<file path="config.mk">
export PLATFORM = sky130hd
export DESIGN_NAME = async_char_tx
export DESIGN_NICKNAME = d
export VERILOG_FILES = /design/src/rtl/sertx_pkg.sv /design/src/rtl/tx_hold_buf.sv /design/src/rtl/tx_bit_timer.sv /design/src/rtl/tx_frame_shifter.sv /design/src/rtl/async_char_tx.sv
export SDC_FILE = /design/constraint.sdc
export NUM_CORES = 1
export LEC_CHECK = 0
export ABC_AREA = 1
export BUFFER_PORTS_ARGS = -buffer_cell sky130_fd_sc_hd__buf_2
export CORE_MARGIN = 3
export CORE_UTILIZATION = 38
export CTS_CLUSTER_DIAMETER = 150
export DETAILED_ROUTE_END_ITERATION = 16
export SLEW_MARGIN = 30
export SYNTH_ARGS = -nofsm -noshare
export SYNTH_HDL_FRONTEND = slang
export SYNTH_SLANG_ARGS = --single-unit
</file>
<file path="constraint.sdc">
create_clock -name clk -period 2.21 [get_ports clk]
set_input_delay 0.1105 -clock clk [delete_from_list [all_inputs] [get_ports clk]]
set_output_delay 0.1105 -clock clk [all_outputs]
set_load 0.02 [all_outputs]
</file>
<file path="src/rtl/sertx_pkg.sv">
package sertx_pkg;

  localparam int DATA_W  = 8;
  localparam int FRAME_W = 12;
  localparam int CNT_W   = 7;
  localparam int LEFT_W  = 4;

  // number of data bits for a length select
  function automatic int char_len(input logic [1:0] len_sel);
    return 5 + int'(len_sel);
  endfunction

  // parity over the sent data bits only
  function automatic logic parity_bit(input logic [DATA_W-1:0] d,
                                      input logic [1:0] len_sel,
                                      input logic even);
    logic acc;
    acc = 1'b0;
    for (int i = 0; i < DATA_W; i++)
      if (i < char_len(len_sel)) acc = acc ^ d[i];
    return even ? acc : ~acc;
  endfunction

  function automatic logic [CNT_W-1:0] bit_ticks(input logic [1:0] div_sel);
    case (div_sel)
      2'b10:   return CNT_W'(16);
      2'b11:   return CNT_W'(64);
      default: return CNT_W'(1);
    endcase
  endfunction

  function automatic logic [CNT_W-1:0] half_ticks(input logic [1:0] div_sel);
    case (div_sel)
      2'b10:   return CNT_W'(8);
      2'b11:   return CNT_W'(32);
      default: return CNT_W'(1);
    endcase
  endfunction

  // whole frame, bit 0 goes out first; unused positions are mark
  function automatic logic [FRAME_W-1:0] frame_word(input logic [DATA_W-1:0] d,
                                                    input logic [1:0] len_sel,
                                                    input logic par_en,
                                                    input logic even);
    logic [FRAME_W-1:0] f;
    int n;
    f    = '1;
    f[0] = 1'b0;
    n    = char_len(len_sel);
    for (int i = 0; i < DATA_W; i++)
      if (i < n) f[i+1] = d[i];
    if (par_en) f[n+1] = parity_bit(d, len_sel, even);
    return f;
  endfunction

  // count of full bit times in the frame (half stop excluded)
  function automatic logic [LEFT_W-1:0] frame_len(input logic [1:0] len_sel,
                                                  input logic par_en,
                                                  input logic two_stop);
    return LEFT_W'(1 + char_len(len_sel) + (par_en ? 1 : 0) + (two_stop ? 2 : 1));
  endfunction

endpackage

</file>
<file path="src/rtl/tx_hold_buf.sv">
module tx_hold_buf #(
  parameter int DATA_W = 8
) (
  input  logic              clk,
  input  logic              rst,
  input  logic              wr_en,
  input  logic [DATA_W-1:0] wr_data,
  input  logic              take,
  output logic [DATA_W-1:0] hold_data,
  output logic              hold_full
);

  always_ff @(posedge clk) begin
    if (rst) begin
      hold_data <= '0;
      hold_full <= 1'b0;
    end else if (wr_en) begin
      hold_data <= wr_data;
      hold_full <= 1'b1;
    end else if (take) begin
      hold_full <= 1'b0;
    end
  end

  AST_TAKE_NEEDS_DATA: assert property (@(posedge clk) disable iff (rst)
    take |-> hold_full);
  AST_WRITE_FILLS: assert property (@(posedge clk) disable iff (rst)
    wr_en |=> hold_full);

endmodule

</file>
<file path="src/rtl/tx_bit_timer.sv">
module tx_bit_timer
  import sertx_pkg::*;
#(
  parameter int TW = CNT_W
) (
  input  logic       clk,
  input  logic       rst,
  input  logic       restart,
  input  logic       run,
  input  logic       half_phase,
  input  logic       fall,
  input  logic       rise,
  input  logic [1:0] div_sel,
  output logic       tick_end
);

  logic [TW-1:0] cnt_q;
  logic [TW-1:0] lim;
  logic          is_x1;
  logic          at_lim;

  assign lim      = half_phase ? TW'(half_ticks(div_sel)) : TW'(bit_ticks(div_sel));
  assign is_x1    = (bit_ticks(div_sel) == CNT_W'(1));
  assign at_lim   = (cnt_q == lim - TW'(1));
  assign tick_end = run & ((half_phase & is_x1) ? rise : (fall & at_lim));

  always_ff @(posedge clk) begin
    if (rst || restart)
      cnt_q <= '0;
    else if (run && fall)
      cnt_q <= at_lim ? '0 : cnt_q + TW'(1);
  end

  AST_CNT_BOUND: assert property (@(posedge clk) disable iff (rst)
    run |-> (cnt_q < TW'(bit_ticks(div_sel))));
  AST_TICK_ON_EDGE: assert property (@(posedge clk) disable iff (rst)
    tick_end |-> (fall || rise));

endmodule

</file>
<file path="src/rtl/tx_frame_shifter.sv">
module tx_frame_shifter
  import sertx_pkg::*;
#(
  parameter int FW = FRAME_W,
  parameter int LW = LEFT_W
) (
  input  logic          clk,
  input  logic          rst,
  input  logic          load,
  input  logic [FW-1:0] load_word,
  input  logic [LW-1:0] load_len,
  input  logic          load_half,
  input  logic          tick_end,
  output logic          busy,
  output logic          in_half,
  output logic          frame_done,
  output logic          txd
);

  logic [FW-1:0] frame_q;
  logic [LW-1:0] left_q;
  logic          half_q;
  logic          last_bit;

  assign last_bit   = (left_q == LW'(1));
  assign frame_done = busy & tick_end & (in_half | (last_bit & ~half_q));
  assign txd        = frame_q[0];

  always_ff @(posedge clk) begin
    if (rst) begin
      frame_q <= '1;
      left_q  <= '0;
      half_q  <= 1'b0;
      busy    <= 1'b0;
      in_half <= 1'b0;
    end else if (load) begin
      frame_q <= load_word;
      left_q  <= load_len;
      half_q  <= load_half;
      busy    <= 1'b1;
      in_half <= 1'b0;
    end else if (busy && tick_end) begin
      if (in_half) begin
        in_half <= 1'b0;
        busy    <= 1'b0;
      end else begin
        frame_q <= {1'b1, frame_q[FW-1:1]};
        left_q  <= left_q - LW'(1);
        if (last_bit) begin
          if (half_q) in_half <= 1'b1;
          else        busy    <= 1'b0;
        end
      end
    end
  end

  AST_IDLE_MARK: assert property (@(posedge clk) disable iff (rst)
    !busy |-> txd);
  AST_START_BIT: assert property (@(posedge clk) disable iff (rst)
    load |=> !txd);
  AST_HALF_MARK: assert property (@(posedge clk) disable iff (rst)
    in_half |-> txd);

endmodule

</file>
<file path="src/rtl/async_char_tx.sv">
module async_char_tx
  import sertx_pkg::*;
#(
  parameter int DW = DATA_W
) (
  input  logic          clk,
  input  logic          rst,
  input  logic          txc_fall,
  input  logic          txc_rise,
  input  logic          wr_en,
  input  logic [DW-1:0] wr_data,
  input  logic [1:0]    cfg_len,
  input  logic          cfg_par_en,
  input  logic          cfg_par_even,
  input  logic [1:0]    cfg_stop,
  input  logic [1:0]    cfg_div,
  input  logic          tx_en,
  input  logic          cts_n,
  output logic          txd,
  output logic          tx_rdy,
  output logic          tx_empty
);

  localparam int FW = FRAME_W;
  localparam int LW = LEFT_W;

  logic [DW-1:0] hold_data;
  logic          hold_full;
  logic          allow;
  logic          load;
  logic          busy;
  logic          in_half;
  logic          frame_done;
  logic          tick_end;
  logic [1:0]    div_q;
  logic [FW-1:0] word_n;
  logic [LW-1:0] len_n;

  assign allow    = tx_en & ~cts_n;
  assign load     = txc_fall & hold_full & allow & (~busy | frame_done);
  assign word_n   = frame_word(8'(hold_data), cfg_len, cfg_par_en, cfg_par_even);
  assign len_n    = frame_len(cfg_len, cfg_par_en, cfg_stop == 2'b11);
  assign tx_rdy   = ~hold_full & allow;
  assign tx_empty = ~hold_full & ~busy;

  always_ff @(posedge clk) begin
    if (rst)       div_q <= 2'b01;
    else if (load) div_q <= cfg_div;
  end

  tx_hold_buf #(.DATA_W(DW)) u_hold (
    .clk       (clk),
    .rst       (rst),
    .wr_en     (wr_en),
    .wr_data   (wr_data),
    .take      (load),
    .hold_data (hold_data),
    .hold_full (hold_full)
  );

  tx_bit_timer #(.TW(CNT_W)) u_timer (
    .clk        (clk),
    .rst        (rst),
    .restart    (load),
    .run        (busy),
    .half_phase (in_half),
    .fall       (txc_fall),
    .rise       (txc_rise),
    .div_sel    (div_q),
    .tick_end   (tick_end)
  );

  tx_frame_shifter #(.FW(FW), .LW(LW)) u_shift (
    .clk        (clk),
    .rst        (rst),
    .load       (load),
    .load_word  (word_n),
    .load_len   (len_n),
    .load_half  (cfg_stop == 2'b10),
    .tick_end   (tick_end),
    .busy       (busy),
    .in_half    (in_half),
    .frame_done (frame_done),
    .txd        (txd)
  );

  AST_RDY_DROP_ON_WRITE: assert property (@(posedge clk) disable iff (rst)
    wr_en |=> !tx_rdy);
  AST_EMPTY_DROP_ON_WRITE: assert property (@(posedge clk) disable iff (rst)
    wr_en |=> !tx_empty);
  AST_NO_START_BLOCKED: assert property (@(posedge clk) disable iff (rst)
    (!busy && (!tx_en || cts_n)) |=> !busy);
  AST_TXD_ON_FALL: assert property (@(posedge clk) disable iff (rst)
    !txc_fall |=> $stable(txd));

endmodule

</file>
==> results of run 1 <==
==> stage by stage <==
stage / total power (uW) / utilization, % / cells
floorplan: 978.7 / - / 374
global placement: 1071 / 43.44 / 471
global route: 1633 / 44.86 / 478
detailed placement: 1073 / 43.44 / 471
CTS: 1553 / 44.86 / 478
finish: 1537 / 44.86 / 478
==> cell type report <==
type / count / area, um^2
fillers: 657 / 3342
multi-input cells: 284 / 1454
flip-flops and latches: 37 / 740.7
repair buffers: 30 / 175.2
inverters: 45 / 168.9
well taps: 75 / 93.84
clock buffers: 7 / 86.33
==> worst max-delay path: stages, from the launching register on <==
cell and delay (ns):
dfxtp_1 0.45, nand2_1 0.10, nand2_1 0.06, nand3_1 0.09
nor2_2 0.14, nand3_1 0.10, nand2_2 0.09, nand2_2 0.06
nand2_4 0.08, nand2_4 0.11, inv_2 0.24, nand3_1 0.11
nand2_1 0.07, nand3_1 0.06
==> synth_stat cells, types with 3 or more instances <==
master   count  area (um^2)
xnor2_1      3        26.28
nor3_1       8        40.04
nand3_1     35        175.2
a21oi_1     12        60.06
inv_1       41        153.9
xor2_1       8        70.07
o21ai_0     20        100.1
nand2_1    126        473.0
inv_2        3        11.26
nand2_4      3        33.78
nor2_1      36        135.1
buf_6        4        45.04
nand2_2      3        18.77
ha_1        14        175.2
dfxtp_1     37        740.7
==> state kept, by name, indices dropped and copies added (netlist names) <==
name / cells
u_shift.busy: 1
u_shift.left_q: 4
u_timer.cnt_q: 7
div_q: 2
u_shift.in_half: 1
u_shift.frame_q: 12
u_hold.hold_full: 1
u_hold.hold_data: 8
u_shift.half_q: 1
==> where the power goes <==
part / internal (uW) / leakage, uW / switching (uW)
logic: 128 / 0.000997 / 210
registers: 698 / 0.000302 / 23.4
clock network: 247 / 0.0000443 / 231
==> worst max path at each step <==
stage	end	slack (ns)	depth (start not counted)
2_1_floorplan	u_shift.left_q[3]	0.46	13
3_3_place_gp	u_shift.left_q[3]	0.24	14
3_5_place_dp	u_shift.left_q[3]	0.15	14
4_1_cts	u_shift.frame_q[11]	0.29	13
5_1_grt	u_shift.frame_q[5]	0.09	14
6_report	u_shift.frame_q[11]	0.30	13
==> routing by layer <==
layer / global-route usage, % / vias up
li1: - / 1230
met1: 19.87 / 1021
met2: 26.70 / 41
met3: 4.419 / 4
met4: 3.453 / 0
met5: 0 / -
==> cells by family after synthesis <==
kind of cell | after synthesis | synth area share (%)
xor+xnor | 11 | 3.967
flops | 37 | 30.50
simple gates | 218 | 38.18
fa+ha+maj | 16 | 8.862
compound gates | 39 | 8.862
buf+inv | 53 | 9.634
==> summary.txt, run 1 <==
Cells and area
  – Commonest non-fill, non-tap cell in the layout: nand2_1
  – N_diodes: 0
  – Final nets: roughly 440
  – Area growth from synthesis to layout: 11.95%
  – Post-route design area: roughly 0.0027 mm^2
  – Fraction of layout cells with a size suffix above 1: between 10% and 20%
  – Most frequent cells in the layout: nand2_1 (126), inv_1 (41), dfxtp_1 (37), nor2_1 (36), nand3_1 (35)

Run
  – Max-cap violations: 0

CTS
  – Root buffer cell: clkbuf_8
  – Hold Buf Count CTS: 0
  – Post-CTS Setup Bufs: 0
  – CTS tree: yes
  – Longest Clk Path Bufs: 2
  – Post-CTS sizing: 0
  – CTS Sinks: 37
  – Num CTS Buffers: 5
  – CTS H-tree depth: 2
  – Clock-pin slew on the worst setup and hold paths: approximately 0.070 ns
  – Clock latency on the worst-skew pair: 0.29 ns

GRT
  – First-pass GRT wire length: between 9 and 10 mm
  – All-Layer GR Usage: between 10% and 20%
  – Vias in the first global route: approximately 2,200
  – Remaining global-route overflow: 0
  – Initial antenna violation count: 0
  – Largest net degree at the start of global routing: 26

Timing
  – RSZ-0062 raised after global routing: no
  – Tcrit/Tclk final: between 80 and 90%
  – Setup violations, final: 0
  – Fin crit period: 1.909 ns
  – Slew Limit Fails: 0
  – Min Hold Slack: 0.03855 ns
  – Worst Tran Pin Value: roughly 0.40 ns
  – Clock skew after layout: between 0.009 and 0.01 ns
  – Setup TNS: 0 ns
  – Final hold vios: 0
  – Max Fclk: roughly 520 MHz
  – Max-slew headroom: 73.24%
  – Setup WS post-layout: about 0.30 ns

Worst setup path
  – Worst EP required: between 2 and 2.5 ns
  – Flop2flop setup slack: about 0.3 ns
  – Worst reg2reg startpoint: div_q[1]
  – Max FO, Critical Path: 15
  – CP startpoint kind: flop
  – R2R depth: 13
  – CP Capture Type: flop
  – WP data arrival: just over 2 ns
  – Worst R2R End: u_shift.frame_q[11]
  – Critical path launch point: div_q[1]
  – Crit Path Class: flop to flop

Routing
  – WL per Instance: between 10 and 15 um
  – Vias/cell: 4.803
  – DRC: 0
  – DRT Pass-1 Iters: 4
  – Remaining antenna violation count after routing: 0
  – Metal3 WL: 249 um
  – Vias: around 2,300
  – Iter 0 DRT Violations: just over 80
  – Highest metal layer with signal wires: met4
  – Met2 routed WL: between 2 and 2.5 mm
  – WL final: about 5.5 mm
  – WL met1: between 2 and 3 mm

Yosys
  – Post-Syn Nets: slightly above 400
  – Mapped Cells: about 370
  – Syn avg cell area: 6.494 um^2
  – Post-Syn Area: 0.002429 mm^2
  – Synthesized flop and latch total: 37
  – Sequential-to-total area share from yosys stat: a little under a third
  – EDFF count, synth: 0
  – Ys Warns: 0
  – Async SR Flop Fraction: 0%
  – Post-synth cell types: 30
  – Top_reg_cell synth: dfxtp_1

Placed design
  – Placed Area: approximately 0.0026 mm^2
  – HPWL after DPL: 4.107 mm
  – Placement Setup Slack: around 0.15 ns
  – Final GP Congestion: a little under 0.9
  – PortBufs: 25

Power
  – Worst vdd ir: around 0.30 mV
  – PD cells: 565.4 mW/mm^2
  – Pleak: 0.001344 uW

Min path
  – Hold Crit Start: wr_data[3]
  – Hold EP: u_hold.hold_data[3]
  – Hold Path Stages: 3
  – Hold crit path type: input pin to flop

Floorplanning
  – Die Span Y: about 86 um
  – Starting Density: between 40% and 50%
  – Core Box Area: 0.006061 mm^2
  – # rows: 28
  – # IOs: 26
  – Die width: 85.95 um
  – Die area: approximately 0.0074 mm^2

Run status
  – Status: finished clean
No activity file was read; power rests on OpenSTA's default activity.
==> run 2: changes to the inputs <==
--- a/config.mk
+++ b/config.mk
@@ -6,11 +6,12 @@
 export NUM_CORES = 1
 export LEC_CHECK = 0
 export ABC_AREA = 1
-export BUFFER_PORTS_ARGS = -buffer_cell sky130_fd_sc_hd__buf_2
+export BUFFER_PORTS_ARGS = -buffer_cell sky130_fd_sc_hd__clkbuf_2
 export CORE_MARGIN = 3
-export CORE_UTILIZATION = 38
+export CORE_UTILIZATION = 48
 export CTS_CLUSTER_DIAMETER = 150
 export DETAILED_ROUTE_END_ITERATION = 16
+export PLACE_DENSITY = 0.67
 export SLEW_MARGIN = 30
 export SYNTH_ARGS = -nofsm -noshare
 export SYNTH_HDL_FRONTEND = slang
==> run 2 against run 1 <==
Net effect: sequential power about the same; first-iteration DRC count is 25% higher; flip-flop and latch count stayed put; clock power shrank 1%; clock skew fell by 0.0036 ns.
==> summary.txt, run 2 (synthesized netlist as in run 1, its figures left out) <==
Power
  – NetSw: between 400 and 500 uW
  – P_int: around 1000 uW
  – Sequential share of power: 47.3%
  – Worst vdd ir: around 0.29 mV
  – Pleak: between 0.001 and 0.0015 uW
  – PD cells: roughly 560 mW/mm^2
  – Net Sw Frac: between 30% and 40%
  – Overall Power: ~1500 uW
  – Gate power share: a little over a fifth
  – Clk pwr share: 31.0%

Floorplanning
  – Starting Density: between 50 and 60%
  – Die Span Y: approximately 77 um
  – # IOs: 26
  – Die area: between 0.005 and 0.006 mm^2
  – Core Box Area: 0.004817 mm^2
  – # rows: 25
  – Die width: about 77 um

Cells and area
  – Area growth from synthesis to layout: 11.54%
  – Number of flip-flops in the largest register: 12
  – Commonest non-fill, non-tap cell in the layout: nand2_1
  – Top Registers: u_shift.frame_q x12, u_hold.hold_data x8, u_timer.cnt_q x7
  – N_diodes: 0
  – Largest register by flop count: u_shift.frame_q
  – Most frequent cells in the layout: nand2_1 (126), inv_1 (41), dfxtp_1 (37), nor2_1 (36), nand3_1 (35)
  – Final nets: 442
  – Fraction of layout cells with a size suffix above 1: 13.12%

GRT
  – Vias in the first global route: roughly 2,200
  – Largest net degree at the start of global routing: 26
  – All-Layer GR Usage: between 20% and 30%
  – First-pass GRT wire length: 9.646 mm
  – Initial antenna violation count: 0
  – Remaining global-route overflow: 0

Timing
  – Setup WS post-layout: 0.2884 ns
  – Max Fclk: ~520 MHz
  – Min Hold Slack: about 0.038 ns
  – Worst Tran Pin Value: between 0.4 and 0.5 ns
  – Final hold vios: 0
  – RSZ-0062 raised after global routing: no
  – Slew Limit Fails: 0
  – Fin crit period: roughly 1.9 ns
  – Setup violations, final: 0
  – Clock skew after layout: 0.006312 ns
  – Max-slew headroom: between 70% and 80%
  – Tcrit/Tclk final: 86.95%
  – Setup TNS: 0 ns

Routing
  – Vias/cell: about 4.8
  – Remaining antenna violation count after routing: 0
  – WL per Instance: 11.20 um
  – Iter 0 DRT Violations: between 100 and 150
  – WL final: approximately 5.3 mm
  – Vias: approximately 2,300
  – DRC: 0
  – DRT Pass-1 Iters: 4

CTS
  – CTS H-tree depth: 2
  – Root buffer cell: clkbuf_8
  – CTS Sinks: 37
  – CTS tree: yes
  – Post-CTS Setup Bufs: 0
  – Clock-pin slew on the worst setup and hold paths: about 0.080 ns
  – Longest Clk Path Bufs: 2
  – Post-CTS sizing: 0
  – Hold Buf Count CTS: 0
  – Num CTS Buffers: 5
  – Clock latency on the worst-skew pair: a little under 0.3 ns

Run
  – Max-cap violations: 0

Placed design
  – PortBufs: 25
  – Placement Setup Slack: around 0.11 ns
  – Final GP Congestion: roughly 0.86
  – HPWL after DPL: 4.001 mm

Worst setup path
  – CP Capture Type: flop
  – Worst stage delay on the critical path: between 0.4 and 0.5 ns
  – CP dominant cell by count: nand3_1
  – Slowest CP cell: dfxtp_1
  – Crit Path Class: flop to flop
  – WP data arrival: 2.09 ns
  – WP buf/inv: 1
  – CP startpoint kind: flop
  – Crit-path cells: nand2_1 > nand2_1 > nand3_1 > nor2_2 > nand3_1 > nand2_2 > nand2_2 > nand2_4 > nand2_4 > inv_2 > nand3_1 > nand2_1 > nand3_1
  – Worst EP required: 2.38 ns
  – Max FO, Critical Path: 15
  – CP delay by family, top: simple AND/OR/NAND/NOR gates

Run status
  – Status: finished clean

Min path
  – Hold crit path type: input pin to flop
## run 2: cell count changes in the layout (fill, tap and decap cells not counted)
cell        delta
buf_2         -25
clkinvlp_4     +1
clkbuf_8       -1
clkinv_2       +2
clkbuf_1       -1
clkbuf_2      +25
## run 2: worst paths after layout
kind	start	endpoint	slack, ns	cells after the start
worst max-delay path	div_q[1]	u_shift.frame_q[11]	0.29	13
worst max register to register	div_q[1]	u_shift.frame_q[11]	0.29	13
worst min register to register	u_hold.hold_data[5]	u_hold.hold_data[5]	0.47	2
worst min-delay path	wr_data[4]	u_hold.hold_data[4]	0.04	3
## run 2: per-layer routing
layer  share of wire (%)  vias to the layer above  GRT usage [%]  routed length, um
met1                  48                      996          24.21               2551
met3                 3.9                        6          4.812                208
met2                  46                       29          34.63               2437
li1                    -                     1226              -                  -
met5                   0                        -              0                  0
met4                 1.5                        0          6.940                 80
## run 2: through the flow
stage          util, %  area (um^2)  std cells
3_5_place_dp     54.44         2623        463
4_1_cts          56.23         2709        471
6_report         56.23         2709        471
3_3_place_gp     54.44         2623        463
2_1_floorplan        -         2429        374
5_1_grt          56.23         2709        471
## run 2: worst min-delay path: stages
cell	delay, ns
clkbuf_2	0.07
nor2_1	0.03
nor2_1	0.08
## run 2: cell type report
type / count / area (um^2)
multi-input combinational: 284 / 1454
inverter: 45 / 168.9
tap: 67 / 83.83
sequential: 37 / 740.7
fill: 522 / 2108
clock buffer: 5 / 68.82
clock inverter: 3 / 17.52
timing repair buffer: 30 / 175.2
## run 2: power groups by stage
| stage | combinational (uW) | clock (uW) | sequential (uW) |
|---|---|---|---|
| 6_report | 331 | 474 | 721 |
| 2_1_floorplan | 248 | 0 | 731 |
| 5_1_grt | 390 | 522 | 725 |
| 4_1_cts | 335 | 499 | 721 |
| 3_5_place_dp | 333 | 0 | 737 |
| 3_3_place_gp | 329 | 0 | 737 |
